--- config.mk ---
export PLATFORM = sky130hd
export DESIGN_NAME = sync_pwm_top
export DESIGN_NICKNAME = d
export VERILOG_FILES = /design/src/rtl/sync_pwm_pkg.sv /design/src/rtl/pwm_ctrl_regs.sv /design/src/rtl/pwm_group_core.sv /design/src/rtl/sync_pwm_top.sv
export SDC_FILE = /design/constraint.sdc
export NUM_CORES = 1
export LEC_CHECK = 0
export ABC_AREA = 0
export BUFFER_PORTS_ARGS = -buffer_cell sky130_fd_sc_hd__buf_2
export CORE_MARGIN = 8
export CORE_UTILIZATION = 60
export DETAILED_ROUTE_END_ITERATION = 10
export PLACE_DENSITY = 0.82
export SLEW_MARGIN = 20
export SYNTH_ARGS = -nofsm -noshare
export SYNTH_HDL_FRONTEND = slang
export SYNTH_SLANG_ARGS = --single-unit
--- constraint.sdc ---
create_clock -name clk -period 5.3 [get_ports clk]
set_input_delay 0.265 -clock clk [delete_from_list [all_inputs] [get_ports clk]]
set_output_delay 0.265 -clock clk [all_outputs]
set_load 0.01 [all_outputs]
--- src/rtl/sync_pwm_pkg.sv ---
package sync_pwm_pkg;
  localparam int REG_CTRL   = 0;
  localparam int GRP_BASE   = 1;
  localparam int GRP_STRIDE = 4;
  localparam int OFS_PER    = 0;
  localparam int OFS_DUTY_A = 1;
  localparam int OFS_DUTY_B = 2;
  localparam int OFS_MODE   = 3;
endpackage

--- src/rtl/pwm_ctrl_regs.sv ---
module pwm_ctrl_regs
  import sync_pwm_pkg::*;
#(
  parameter int GROUPS = 4,
  parameter int CNT_W  = 8,
  parameter int ADDR_W = 5,
  parameter int DATA_W = 16
) (
  input  logic                         clk,
  input  logic                         rst_n,
  input  logic                         wr_en,
  input  logic [ADDR_W-1:0]            wr_addr,
  input  logic [DATA_W-1:0]            wr_data,
  output logic [GROUPS-1:0]            oen,
  output logic [GROUPS-1:0]            sen,
  output logic [GROUPS-1:0][CNT_W-1:0] sh_per,
  output logic [GROUPS-1:0][CNT_W-1:0] sh_da,
  output logic [GROUPS-1:0][CNT_W-1:0] sh_db,
  output logic [GROUPS-1:0]            sh_dbl
);
  localparam int CTRL_ADDR = REG_CTRL;

  logic ctrl_hit;
  assign ctrl_hit = wr_en && (wr_addr == CTRL_ADDR[ADDR_W-1:0]);

  always_ff @(posedge clk or negedge rst_n) begin
    if (!rst_n) begin
      oen <= '0;
      sen <= '0;
    end else if (ctrl_hit) begin
      oen <= wr_data[GROUPS-1:0];
      sen <= wr_data[2*GROUPS-1:GROUPS];
    end
  end

  for (genvar gi = 0; gi < GROUPS; gi++) begin : g_grp
    localparam int A_PER  = GRP_BASE + gi*GRP_STRIDE + OFS_PER;
    localparam int A_DA   = GRP_BASE + gi*GRP_STRIDE + OFS_DUTY_A;
    localparam int A_DB   = GRP_BASE + gi*GRP_STRIDE + OFS_DUTY_B;
    localparam int A_MODE = GRP_BASE + gi*GRP_STRIDE + OFS_MODE;
    always_ff @(posedge clk or negedge rst_n) begin
      if (!rst_n) begin
        sh_per[gi] <= '0;
        sh_da[gi]  <= '0;
        sh_db[gi]  <= '0;
        sh_dbl[gi] <= 1'b0;
      end else if (wr_en) begin
        if (wr_addr == A_PER[ADDR_W-1:0])  sh_per[gi] <= wr_data[CNT_W-1:0];
        if (wr_addr == A_DA[ADDR_W-1:0])   sh_da[gi]  <= wr_data[CNT_W-1:0];
        if (wr_addr == A_DB[ADDR_W-1:0])   sh_db[gi]  <= wr_data[CNT_W-1:0];
        if (wr_addr == A_MODE[ADDR_W-1:0]) sh_dbl[gi] <= wr_data[0];
      end
    end
  end
endmodule

--- src/rtl/pwm_group_core.sv ---
module pwm_group_core #(
  parameter int CNT_W = 8
) (
  input  logic             clk,
  input  logic             rst_n,
  input  logic             oen,
  input  logic             sen,
  input  logic [CNT_W-1:0] sh_per,
  input  logic [CNT_W-1:0] sh_da,
  input  logic [CNT_W-1:0] sh_db,
  input  logic             sh_dbl,
  output logic             pwm_o
);
  localparam logic [CNT_W-1:0] ONE = CNT_W'(1);

  function automatic logic level_of(input logic [CNT_W-1:0] c, input logic rising,
                                    input logic [CNT_W-1:0] d);
    return rising ? (c < d) : (c <= d);
  endfunction

  logic [CNT_W-1:0] cnt_q, per_a, da_a, db_a;
  logic             up_q, dbl_a;

  logic             run, wrap_evt, turn_evt, load_full, load_mid;
  logic [CNT_W-1:0] cur_duty;

  assign run       = oen | sen;
  assign wrap_evt  = run && (per_a != '0) && !up_q && (cnt_q == ONE);
  assign turn_evt  = run && (per_a != '0) && up_q && (cnt_q == per_a - ONE);
  assign load_full = !run || (per_a == '0) || wrap_evt;
  assign load_mid  = turn_evt && dbl_a;
  assign cur_duty  = (up_q || !dbl_a) ? da_a : db_a;
  assign pwm_o     = oen && level_of(cnt_q, up_q, cur_duty);

  always_ff @(posedge clk or negedge rst_n) begin
    if (!rst_n) begin
      cnt_q <= '0;
      up_q  <= 1'b1;
    end else if (!run || per_a == '0) begin
      cnt_q <= '0;
      up_q  <= 1'b1;
    end else if (turn_evt) begin
      cnt_q <= per_a;
      up_q  <= 1'b0;
    end else if (wrap_evt) begin
      cnt_q <= '0;
      up_q  <= 1'b1;
    end else if (up_q) begin
      cnt_q <= cnt_q + ONE;
    end else begin
      cnt_q <= cnt_q - ONE;
    end
  end

  always_ff @(posedge clk or negedge rst_n) begin
    if (!rst_n) begin
      per_a <= '0;
      da_a  <= '0;
      db_a  <= '0;
      dbl_a <= 1'b0;
    end else if (load_full) begin
      per_a <= sh_per;
      da_a  <= sh_da;
      db_a  <= sh_db;
      dbl_a <= sh_dbl;
    end else if (load_mid) begin
      da_a  <= sh_da;
      db_a  <= sh_db;
    end
  end

  a_r7_off_low: assert property (@(posedge clk) disable iff (!rst_n)
    !oen |-> !pwm_o);
  a_r7_idle_zero: assert property (@(posedge clk) disable iff (!rst_n)
    !run |=> (cnt_q == '0 && up_q));
  a_r2_within_period: assert property (@(posedge clk) disable iff (!rst_n)
    cnt_q <= per_a);
  a_r2_turn_down: assert property (@(posedge clk) disable iff (!rst_n)
    turn_evt |=> !up_q);
  a_r6_wrap_zero: assert property (@(posedge clk) disable iff (!rst_n)
    wrap_evt |=> (cnt_q == '0 && up_q));
  a_r10_zero_duty: assert property (@(posedge clk) disable iff (!rst_n)
    (cur_duty == '0 && !up_q) |-> !pwm_o);
endmodule

--- src/rtl/sync_pwm_top.sv ---
module sync_pwm_top #(
  parameter int GROUPS = 4,
  parameter int CNT_W  = 8,
  parameter int ADDR_W = 5,
  parameter int DATA_W = 16
) (
  input  logic              clk,
  input  logic              rst_n,
  input  logic              wr_en,
  input  logic [ADDR_W-1:0] wr_addr,
  input  logic [DATA_W-1:0] wr_data,
  output logic [GROUPS-1:0] pwm_out
);
  logic [GROUPS-1:0]            oen, sen, sh_dbl;
  logic [GROUPS-1:0][CNT_W-1:0] sh_per, sh_da, sh_db;

  pwm_ctrl_regs #(.GROUPS(GROUPS), .CNT_W(CNT_W), .ADDR_W(ADDR_W), .DATA_W(DATA_W)) regs_i (
    .clk(clk), .rst_n(rst_n), .wr_en(wr_en), .wr_addr(wr_addr), .wr_data(wr_data),
    .oen(oen), .sen(sen), .sh_per(sh_per), .sh_da(sh_da), .sh_db(sh_db), .sh_dbl(sh_dbl)
  );

  for (genvar gi = 0; gi < GROUPS; gi++) begin : g_core
    pwm_group_core #(.CNT_W(CNT_W)) core_i (
      .clk(clk), .rst_n(rst_n), .oen(oen[gi]), .sen(sen[gi]),
      .sh_per(sh_per[gi]), .sh_da(sh_da[gi]), .sh_db(sh_db[gi]), .sh_dbl(sh_dbl[gi]),
      .pwm_o(pwm_out[gi])
    );
  end

  a_r1_reset_low: assert property (@(posedge clk) !rst_n |=> pwm_out == '0);
endmodule

Word-level counts from Yosys, hierarchy flattened
Cells that the tools add are included.
- add/sub/neg operators: 12
- magnitude comparators: 8
- eq/ne operators: 24
- muxes and demuxes: 52
- bitwise gates (word level): 4
- reduce and logical (&&, ||, !) cells: 86
- operators with widths (operator ; number):
    8-bit two-way mux ; 36
    8-bit by 1-bit subtractor with 8-bit output, second input constant ; 8
    5-bit by 4-bit == test with 1-bit output, second input constant ; 8
    8-bit by 1-bit adder with 8-bit output, second input constant ; 4
    8-bit by 1-bit == test with 1-bit output, second input constant ; 4
    8-bit == test ; 4
    8-bit less-or-equal comparator ; 4
    8-bit zero test ; 4
    8-bit < comparator ; 4
    2-bit AND reduction ; 16
    8-bit nonzero test ; 4
    1-bit logical AND ; 29
    5-bit by 3-bit == test with 1-bit output, second input constant ; 4
    1-bit two-way mux ; 16
    1-bit zero test ; 12
    1-bit logical OR ; 12
    3-bit nonzero test ; 4
    5-bit by 2-bit == test with 1-bit output, second input constant ; 2
    2-bit nonzero test ; 4
    5-bit by 1-bit == test with 1-bit output, second input constant ; 1
    5-bit == test, second input constant ; 1
    5-bit zero test ; 1
    1-bit OR ; 4
- bits in registers: 244
- input port bits: 24
- logic and storage cells: 228

Longest topological paths before layout
Gate-level depths: netlist of the first run.
- depth in word-level cells: 7
- depth in mapped cells: 12
- gate-level depth less buffers: 9

Cells and area by module
From an unflattened synthesis of the first run, not the netlist that was laid out.
- cell total of the unflattened synthesis: 1037
- area total of the unflattened synthesis: 12939.9 um^2
- by module, submodules not included (module ; instances ; cells an instance ; area each (um^2) ; seq. area each (um^2)):
    pwm_group_core at g_core[1].core_i ... ; 2 ; 196 ; 2192.1 ; 852.1
    pwm_ctrl_regs ; 1 ; 254 ; 4175.3 ; 2702.6
    pwm_group_core at g_core[0].core_i ; 1 ; 194 ; 2193.4 ; 852.1
    pwm_group_core at g_core[3].core_i ; 1 ; 197 ; 2187.1 ; 852.1

Least setup slack after synthesis of the first run
No wires, ideal clock.
- kind: reg-to-output
- start: register g_core[3].core_i.up_q
- end: output pwm_out[3]
- data arrival time: 2.506 ns
- data required time: 5.035 ns
- slack: 2.529 ns
- cell stages (with the launch flop): 13
- buffers on the path: 3
- cell sequence: dfstp_2 -> clkbuf_1 -> nor2b_1 -> clkbuf_1 -> mux2i_1 -> ha_1 -> nor2b_1 -> o21a_1 -> o21a_1 -> o21a_1 -> o211ai_1 -> and3_1 -> buf_4
- cells in the longest elaborated chain, start to end: 5
- elaborated cells on any way between the ends: 6
- those cells by class: 2 x order compare; 2 x mux; 2 x reduce/logical
- ends and longest elaborated chain (what ; line ; text):
    start: declaration ; pwm_group_core.sv:22 ; logic up_q, dbl_a;
    start signal: assignment ; pwm_group_core.sv:38 ; up_q <= 1'b1;
    start signal: assignment ; pwm_group_core.sv:41 ; up_q <= 1'b1;
    start signal: assignment ; pwm_group_core.sv:44 ; up_q <= 1'b0;
    1-bit logical OR ; pwm_group_core.sv:32 ; assign cur_duty = (up_q || !dbl_a) ? da_a : db_a;
    8-bit two-way mux ; pwm_group_core.sv:32 ;
    8-bit less-or-equal comparator or 8-bit < comparator (tied branches) ; pwm_group_core.sv:18 ; return rising ? (c < d) : (c <= d);
    1-bit two-way mux * ; pwm_group_core.sv:18 ;
    1-bit logical AND * ; pwm_group_core.sv:33 ; assign pwm_o = oen && level_of(cnt_q, up_q, cur_duty);
    end: declaration ; sync_pwm_top.sv:12 ; output logic [GROUPS-1:0] pwm_out
Every way passes the cells marked *; elsewhere a longest branch is shown, timed or not.

Worst setup path in the final report of the first run
Same ends and word-level chain as after synthesis.

==> results.env, run 1 <==
VIA_COUNT_OF_THE_FIRST_GLOBAL_ROUTING_PASS=8864
PLACEMENT_ROWS=53
P_LEAK_nW=6.131
HOLDCRITPATHCLASS='primary input to flop'
RR_ENDPOINT='g_core[3].core_i.da_a[4]'
CRITPATHARRIVALTIME_NS=3.52
CORE_AREA_UM2=20960
FINAL.SETUP_SKEW_NS=0.008533
SYNTH_SEQ_AREA_SHARE_PCT=47.93
PERIOD_NEEDED_NS=3.785
ANTENNADIODECOUNT=0
VERTICAL_DIE_DIMENSION_UM=161.8
FINAL_COMMON_CELL='sky130_fd_sc_hd__dfrtp_1'
PEAK_SUPPLY_DROP_mV=0.3747
CRIT_TOP_CELL='sky130_fd_sc_hd__o21a_1'
GRT_PASS1_WL_UM=45610
CPPEAKSTAGEDELAY_NS=0.80
WORST_R2R_STARTPOINT='g_core[3].core_i.per_a[0]'
TIMING.FINAL.MAX_SLEW_VIOLATIONS=0
TIMING.REG2REG.WORST_PATH_DEPTH=8
YOSYS.CELL_TYPES.COUNT=72
CTS.PATH.MAX_BUFFERS=3
CRIT_PATH_MAX_FANOUT=9
YOSYS_WARNING_TOTAL=0
FMAXACHIEVABLE_MHz=264.2
CTSHTREEMAXLEVEL=1
TRITONCTS.NUM_BUFFERS=26
MIN_PATH_CELLS=3
EDFF_COUNT_SYNTH=0
DETAILED_PLACE_HPWL_UM=17580
ROUTE.DETAILED.VIAS_PER_INST=6.227
ANTENNA_LEFT=0
POSTSYNTHREGISTERBITS=244
CTS_ROOT_BUFFER='sky130_fd_sc_hd__clkbuf_16'
IO_BUFFER_COUNT=19
WORST-ENDPOINT-REQUIRED_NS=5.04
START_UTIL_PCT=60.84
SYNTHESIS.INSTANCES=1108
SYNTHTOPCELLSBYAREA='sky130_fd_sc_hd__dfrtp_1 47%, sky130_fd_sc_hd__mux2_2 14%, sky130_fd_sc_hd__ha_1 4.7%'
CP_CELL_SEQUENCE='nor2b_1, mux2i_1, ha_1, nor2b_1, o21a_1, o21a_1, o21a_1, o211ai_1, and3_1, buf_2'
SETUP.WORST_PATH.END_CLASS='output pin'
DRTITER0DRC=608
LAYOUT.CELLS.MOST_COMMON_LIST='240 x sky130_fd_sc_hd__dfrtp_1, 153 x sky130_fd_sc_hd__mux2_2, 78 x sky130_fd_sc_hd__nand2_1, 48 x sky130_fd_sc_hd__ha_1, 40 x sky130_fd_sc_hd__nor2_1'
UNREPAIRED_SETUP_ENDPOINTS_AFTER_GLOBAL_ROUTING='false'
MAX_SLEW.WORST_PIN.SLEW_NS=1.109
TRITONCTS='done'
SYNTH-ASYNC-RESET-RATIO_PCT=100.0
TIMING.HOLD.WORST.START='wr_addr[3]'
SYNTH.LARGEST_AREA_CELL='sky130_fd_sc_hd__dfrtp_1'
TNS_NS=0
POST-ROUTE-PERIOD-UTIL_PCT=71.41
HOLD_PATH_END='regs_i.sh_dbl[2]'
DIEAREA_UM2=26170
WORST-SETUP-PATH-TYPE='flop to output pin'
SYN_AREA_UM2=12750
GLOBAL_ROUTE.OVERFLOW_TOTAL=0
SYNTH_TOP_CELL_AREA_SHARE_PCT=47.11
NFILLCELLS=1600
FINAL-SETUP-VIOL-COUNT=0
PIN_COUNT=28
ANTENNA_FOUND_INITIAL=2
POWER_DENSITY_nW_PER_UM2=544.6
SYNTH_FLOP_CELL='sky130_fd_sc_hd__dfrtp_1'
WORST_SETUP_PATH_START_KIND='flop'
CTS_REPAIR_RESIZE_COUNT=0
DRT-TOTAL-WL_UM=27080
MAXCAPVIOLATIONS=0
WORST_SKEW_PAIR.LATE_LATENCY_NS=0.53
FIRST_PASS_ITERS=5
ROUTE.DETAILED.WL_PER_INST_UM=19.52
PATH_CLK_SLEW_NS=0.06
NUMCLOCKSINKS=244
FLOORPLAN.DIE.WIDTH_UM=161.8
GP_CONGESTION=0.8851
GRT_START_MAX_NET_PINS=134
POST_SYNTH.CELL_AREA_AVG_UM2=11.51
SYNTH_FP_NETS=1180
FIN_TOTAL_PWR_mW=7.567
CRITICAL_PATH.SLOWEST_CELL='sky130_fd_sc_hd__nor2b_1'
SYNTHTOLAYOUTAREAGROWTH_PCT=8.990
ROUTED-VIA-COUNT=8637
WORST_SLEW_MARGIN_REL_PCT=26.10
FINAL_NETS=1164
DRIVE_GT1_SHARE_PCT=23.11
STATUS='complete, no violations'
DETAIL_ROUTE.DRC_VIOLATIONS=0
TIMING.FINAL.HOLD_VIOLATIONS=0
SETUP.REG_TO_REG.WORST_SLACK_NS=2.01
GRT_USE_TOTAL_PCT=21.01
## per-layer routing
layer	up-vias	share of wire [%]	global-route usage, %
li1	4011	-	-
met1	4406	46	28.08
met2	181	48	35.26
met3	35	4.7	3.467
met4	4	1.4	4.924
met5	-	0.11	0
## cells in the mapped netlist, types with 5 or more instances
cell                         n
sky130_fd_sc_hd__a21oi_1    27
sky130_fd_sc_hd__a41oi_1     6
sky130_fd_sc_hd__and3_1      5
sky130_fd_sc_hd__buf_2       6
sky130_fd_sc_hd__buf_4       5
sky130_fd_sc_hd__clkbuf_1   57
sky130_fd_sc_hd__dfrtp_1   240
sky130_fd_sc_hd__ha_1       48
sky130_fd_sc_hd__inv_1      21
sky130_fd_sc_hd__mux2_1     23
sky130_fd_sc_hd__mux2_2    153
sky130_fd_sc_hd__mux2_4     10
sky130_fd_sc_hd__mux2i_1    32
sky130_fd_sc_hd__nand2_1    78
sky130_fd_sc_hd__nand2b_1    8
sky130_fd_sc_hd__nand3_1    35
sky130_fd_sc_hd__nand3b_1    7
sky130_fd_sc_hd__nand4_1    33
sky130_fd_sc_hd__nor2_1     40
sky130_fd_sc_hd__nor2b_1    17
sky130_fd_sc_hd__nor3_1     13
sky130_fd_sc_hd__nor3b_1    16
sky130_fd_sc_hd__nor4_1      6
sky130_fd_sc_hd__o211ai_1   22
sky130_fd_sc_hd__o21a_1      8
sky130_fd_sc_hd__o21ai_0    23
sky130_fd_sc_hd__o31ai_1    25
sky130_fd_sc_hd__or4_1       6
sky130_fd_sc_hd__xnor2_1    33
sky130_fd_sc_hd__xor2_1     25
## stage by stage
stage	setup WS (ns)	hold slack [ns]	std cells	area, um^2	util [%]
4_1_cts	1.469	0.09517	1387	13890	66.31
2_1_floorplan	2.529	-0.03059	1108	12750	-
5_1_grt	1.271	0.1216	1387	13890	66.31
3_3_place_gp	2.112	0.3890	1338	13010	62.08
3_5_place_dp	2.038	0.3898	1338	13010	62.08
6_report	1.515	0.1154	1387	13890	66.31
## worst max-delay path: cells and delay by family (launching register included)
kind	cells	cell delay [ns]
and+or+nand+nor	3	1.17
AOI/OAI and AO/OA	4	0.70
DFF	1	0.43
muxes	1	0.28
adders and majority gates	1	0.26
buffers and inverters	1	0.15
## layout make-up
| cell class | instances | area (um^2) | area share [%] |
|---|---|---|---|
| Inverter | 21 | 78.83 | 0.5673 |
| Multi-Input combinational cell | 772 | 6305 | 45.38 |
| Clock inverter | 9 | 105.1 | 0.7564 |
| Timing Repair Buffer | 27 | 180.2 | 1.297 |
| Tap cell | 275 | 344.1 | 2.476 |
| Sequential cell | 244 | 6111 | 43.98 |
| Clock buffer | 39 | 770.7 | 5.547 |
## worst max-delay path by stage
stage,startpoint,endpoint,slack [ns],depth (start not counted)
CTS,g_core[2].core_i.up_q,pwm_out[2],1.47,10
global placement,g_core[2].core_i.up_q,pwm_out[2],2.11,10
floorplan,g_core[3].core_i.up_q,pwm_out[3],2.53,12
global route,g_core[2].core_i.up_q,pwm_out[2],1.27,10
detailed placement,g_core[3].core_i.per_a[0],g_core[3].core_i.da_a[4],2.04,8
finish,g_core[3].core_i.up_q,pwm_out[3],1.52,10
## cells by family (layout without fill, tap and decap cells)
| group | count (synthesis) | count (layout) | share of synthesized area (%) |
|---|---|---|---|
| buf+inv | 92 | 96 | 2.974 |
| xor+xnor | 58 | 58 | 3.985 |
| flops | 244 | 244 | 47.93 |
| compound gates | 159 | 159 | 8.981 |
| fa+ha+maj | 48 | 48 | 4.711 |
| simple gates | 289 | 289 | 12.18 |
| mux | 218 | 218 | 19.24 |
## timing repair
action	in CTS	in global routing
hold endpoints to repair	110	0
buffers inserted	0	0
hold buffers	1	0
setup endpoints to repair	0	0
## flip-flops by register name, summed over array words and instances, names as in the netlist
register	cells
g_core.core_i.cnt_q	32
g_core.core_i.per_a	32
regs_i.sh_da	32
g_core.core_i.db_a	32
regs_i.sh_dbl	4
regs_i.sh_per	32
g_core.core_i.dbl_a	4
regs_i.oen	4
g_core.core_i.up_q	4
regs_i.sh_db	32
g_core.core_i.da_a	32
regs_i.sen	4
## power by group
part           internal [mW]  switching (mW)  total (mW)
Combinational           1.27            1.47        2.74
Clock                   1.10           0.723        1.83
Sequential              2.44           0.565        3.00
Total                   4.81            2.76        7.57
Power figures use the tool's default switching activity.
==> run 2: changes to the inputs <==
- ABC_AREA: 0 -> 1
- CORE_UTILIZATION: 60 -> 57
- PLACE_DENSITY: 0.82 -> 0.81
- clock period: 5.3 -> 3.2 ns (I/O delays scaled with it)
==> results.env, run 2 <==
ANTENNA_LEFT=0
FINAL-SETUP-VIOL-COUNT=0
PEAK_SUPPLY_DROP_mV=0.5786
SYNTHTOLAYOUTAREAGROWTH_PCT=10.40
GRT_START_MAX_NET_PINS=112
VERTICAL_DIE_DIMENSION_UM=164.9
SYNTH-ASYNC-RESET-RATIO_PCT=100.0
SETUP.WORST_PATH.END_CLASS='output pin'
MET1_LAYER_WIRELENGTH_IN_THE_FINAL_ROUTING_UM=12800
UNREPAIRED_SETUP_ENDPOINTS_AFTER_GLOBAL_ROUTING='false'
CTS_SETUP_BUFFERS=0
HOLDCRITPATHCLASS='primary input to flop'
IO_BUFFER_COUNT=19
PATH_CLK_SLEW_NS=0.06
CTSHTREEMAXLEVEL=1
FINAL.SETUP_SKEW_NS=0.008869
POWER_DENSITY_nW_PER_UM2=930.1
PLACEMENT_ROWS=54
START_UTIL_PCT=57.94
CORE_AREA_UM2=21820
PIN_COUNT=28
FINAL_NETS=1617
ROUTE.DETAILED.VIAS_PER_INST=5.652
TRITONCTS='done'
SYNTH_MOST_COMMON_CELL='sky130_fd_sc_hd__nand2_1'
PLACE_WS_NS=0.5352
HIGHEST-SIGNAL-LAYER='met4'
WORST-ENDPOINT-REQUIRED_NS=3.04
FLOORPLAN.DIE.WIDTH_UM=164.9
POST_SYNTH.CELL_AREA_AVG_UM2=8.221
GP_CONGESTION=0.9160
TRITONCTS.NUM_BUFFERS=26
CRITPATHARRIVALTIME_NS=2.88
SYN_AREA_UM2=12640
FIRST_PASS_ITERS=5
POST-ROUTE-PERIOD-UTIL_PCT=94.99
FIN_TOTAL_PWR_mW=12.98
SYNTH_FLOP_CELL='sky130_fd_sc_hd__dfrtp_1'
YOSYS.CELL_TYPES.COUNT=43
MET2_LENGTH_UM=14370
SYNTH_FP_NETS=1610
MAXCAPVIOLATIONS=0
ROUTED-VIA-COUNT=10428
VIA_COUNT_OF_THE_FIRST_GLOBAL_ROUTING_PASS=10098
ROUTE.DETAILED.WL_PER_INST_UM=15.96
POSTSYNTHREGISTERBITS=244
WORST_SLEW_MARGIN_REL_PCT=42.87
P_LEAK_nW=7.234
DRIVE_GT1_SHARE_PCT=7.859
ANTENNADIODECOUNT=0
DETAIL_ROUTE.DRC_VIOLATIONS=0
MAX_SLEW.WORST_PIN.SLEW_NS=0.8569
FINAL_COMMON_CELL='sky130_fd_sc_hd__nand2_1'
DIEAREA_UM2=27210
CTS_ROOT_BUFFER='sky130_fd_sc_hd__clkbuf_16'
GLOBAL_ROUTE.OVERFLOW_TOTAL=0
POST-ROUTE-CELL-AREA_UM2=13960
SYNTH_COMMON_CELLS='462 x sky130_fd_sc_hd__nand2_1, 240 x sky130_fd_sc_hd__dfrtp_1, 165 x sky130_fd_sc_hd__nand3_1, 165 x sky130_fd_sc_hd__o21ai_0, 107 x sky130_fd_sc_hd__inv_1'
SYNTH.LARGEST_AREA_CELL='sky130_fd_sc_hd__dfrtp_1'
PERIOD_NEEDED_NS=3.040
SYNTHTOPCELLSBYAREA='sky130_fd_sc_hd__dfrtp_1 47%, sky130_fd_sc_hd__nand2_1 14%, sky130_fd_sc_hd__nand3_1 6.5%'
SYNTH_TOP_CELL_AREA_SHARE_PCT=47.50
SETUP_SLACK_NS=0.1602
GRT_PASS1_WL_UM=49720
DPL_CELL_AREA_UM2=12940
TIMING.FINAL.HOLD_VIOLATIONS=0
WORST_SKEW_PAIR.LATE_LATENCY_NS=0.53
YOSYS_WARNING_TOTAL=0
SYNTH_SEQ_AREA_SHARE_PCT=48.33
SYNTHESIS.INSTANCES=1538
WORST_SETUP_PATH_START_KIND='flop'
STATUS='complete, no violations'
ANTENNA_FOUND_INITIAL=0
DRTITER0DRC=876
GRT_USE_TOTAL_PCT=22.27
TIMING.FINAL.MAX_SLEW_VIOLATIONS=0
CRIT_PATH_MAX_FANOUT=8
DETAILED_PLACE_HPWL_UM=20030
WL_MET3_UM=1533
EDFF_COUNT_SYNTH=0
LAYOUT.CELLS.MOST_COMMON_LIST='461 x sky130_fd_sc_hd__nand2_1, 240 x sky130_fd_sc_hd__dfrtp_1, 165 x sky130_fd_sc_hd__nand3_1, 165 x sky130_fd_sc_hd__o21ai_0, 107 x sky130_fd_sc_hd__inv_1'
CTS.PATH.MAX_BUFFERS=3
DRT-TOTAL-WL_UM=29440
NUMCLOCKSINKS=244
FIN_UTIL_PCT=63.97
WORST-SETUP-PATH-TYPE='flop to output pin'
TNS_NS=0
FMAXACHIEVABLE_MHz=329.0
## run 2: cell types whose count changed after synthesis, sizes merged, moves of 23 or more
cell / change
nor2: +61
nand2: +392
o21ai: +146
clkbuf: -25
inv: +92
nand3: +133
o31ai: -23
mux2: -182
## run 2: kinds of logic (layout without fill, tap and decap cells)
kind of cell	Yosys count	in the layout	synth area share, %
flip-flops	244	244	48.33
buffers and inverters	170	197	5.690
AO/OA/AOI/OAI	217	217	9.074
XOR/XNOR	46	46	3.295
adder cells (fa/ha/maj)	48	48	4.750
multiplexers	35	35	2.810
AND/OR/NAND/NOR	778	778	26.05
## run 2: metal layers
metal	track usage (%)	vias to the layer above
li1	-	5055
met1	29.49	5008
met2	37.74	309
met3	3.116	56
met4	6.061	0
met5	0	-
## run 2: layout make-up
class / instances / area, um^2
Tap cell: 280 / 350.3
Fill cell: 1763 / 7864
Multi-Input combinational cell: 1124 / 5822
Clock buffer: 30 / 706.9
Inverter: 114 / 431.7
Timing Repair Buffer: 35 / 270.3
Clock inverter: 18 / 267.8
Sequential cell: 244 / 6111
## run 2: worst paths after layout
kind                                                start                   endpoint  slack, ns  cells past startpoint
min in group asynchronous                           rst_n  g_core[0].core_i.per_a[3]       0.31                      2
worst max register to register  g_core[0].core_i.per_a[0]   g_core[0].core_i.db_a[1]       0.72                     12
max in group asynchronous                           rst_n      g_core[2].core_i.up_q       2.10                      3
worst min-delay path                           wr_addr[0]           regs_i.sh_dbl[2]       0.03                      4
worst min register to register   g_core[3].core_i.da_a[0]   g_core[3].core_i.da_a[0]       0.47                      2
worst max-delay path                g_core[0].core_i.up_q                 pwm_out[0]       0.16                     10
## run 2: per-stage QoR
step                hold slack, ns  instances
floorplan                  -0.1356       1538
global placement            0.2875       1794
detailed placement          0.2930       1794
CTS                       0.002199       1845
global route               0.04127       1845
finish                     0.02757       1845
## run 2: power by group
part | leakage, nW | internal (mW) | switching (mW)
combinational | 3.57 | 1.78 | 3.09
clock | 0.474 | 2.08 | 1.27
sequential | 3.19 | 3.99 | 0.775
total | 7.23 | 7.85 | 5.13
## run 2: timing repair
action                                 in CTS  in global routing
hold buffers                                3                  0
gates resized for setup                     1                  3
cloned                                      0                  0
setup endpoints to repair                   1                  2
endpoints found under the hold margin     106                  0
## run 2: critical path, stage by stage (launching register included)
cell	delay, ns
sky130_fd_sc_hd__dfstp_2	0.60
sky130_fd_sc_hd__inv_2	0.10
sky130_fd_sc_hd__nand2_1	0.34
sky130_fd_sc_hd__mux2_2	0.39
sky130_fd_sc_hd__ha_1	0.18
sky130_fd_sc_hd__nor2_1	0.10
sky130_fd_sc_hd__nor2_1	0.04
sky130_fd_sc_hd__o21ai_0	0.17
sky130_fd_sc_hd__a21oi_1	0.11
sky130_fd_sc_hd__o21a_1	0.18
sky130_fd_sc_hd__buf_2	0.14
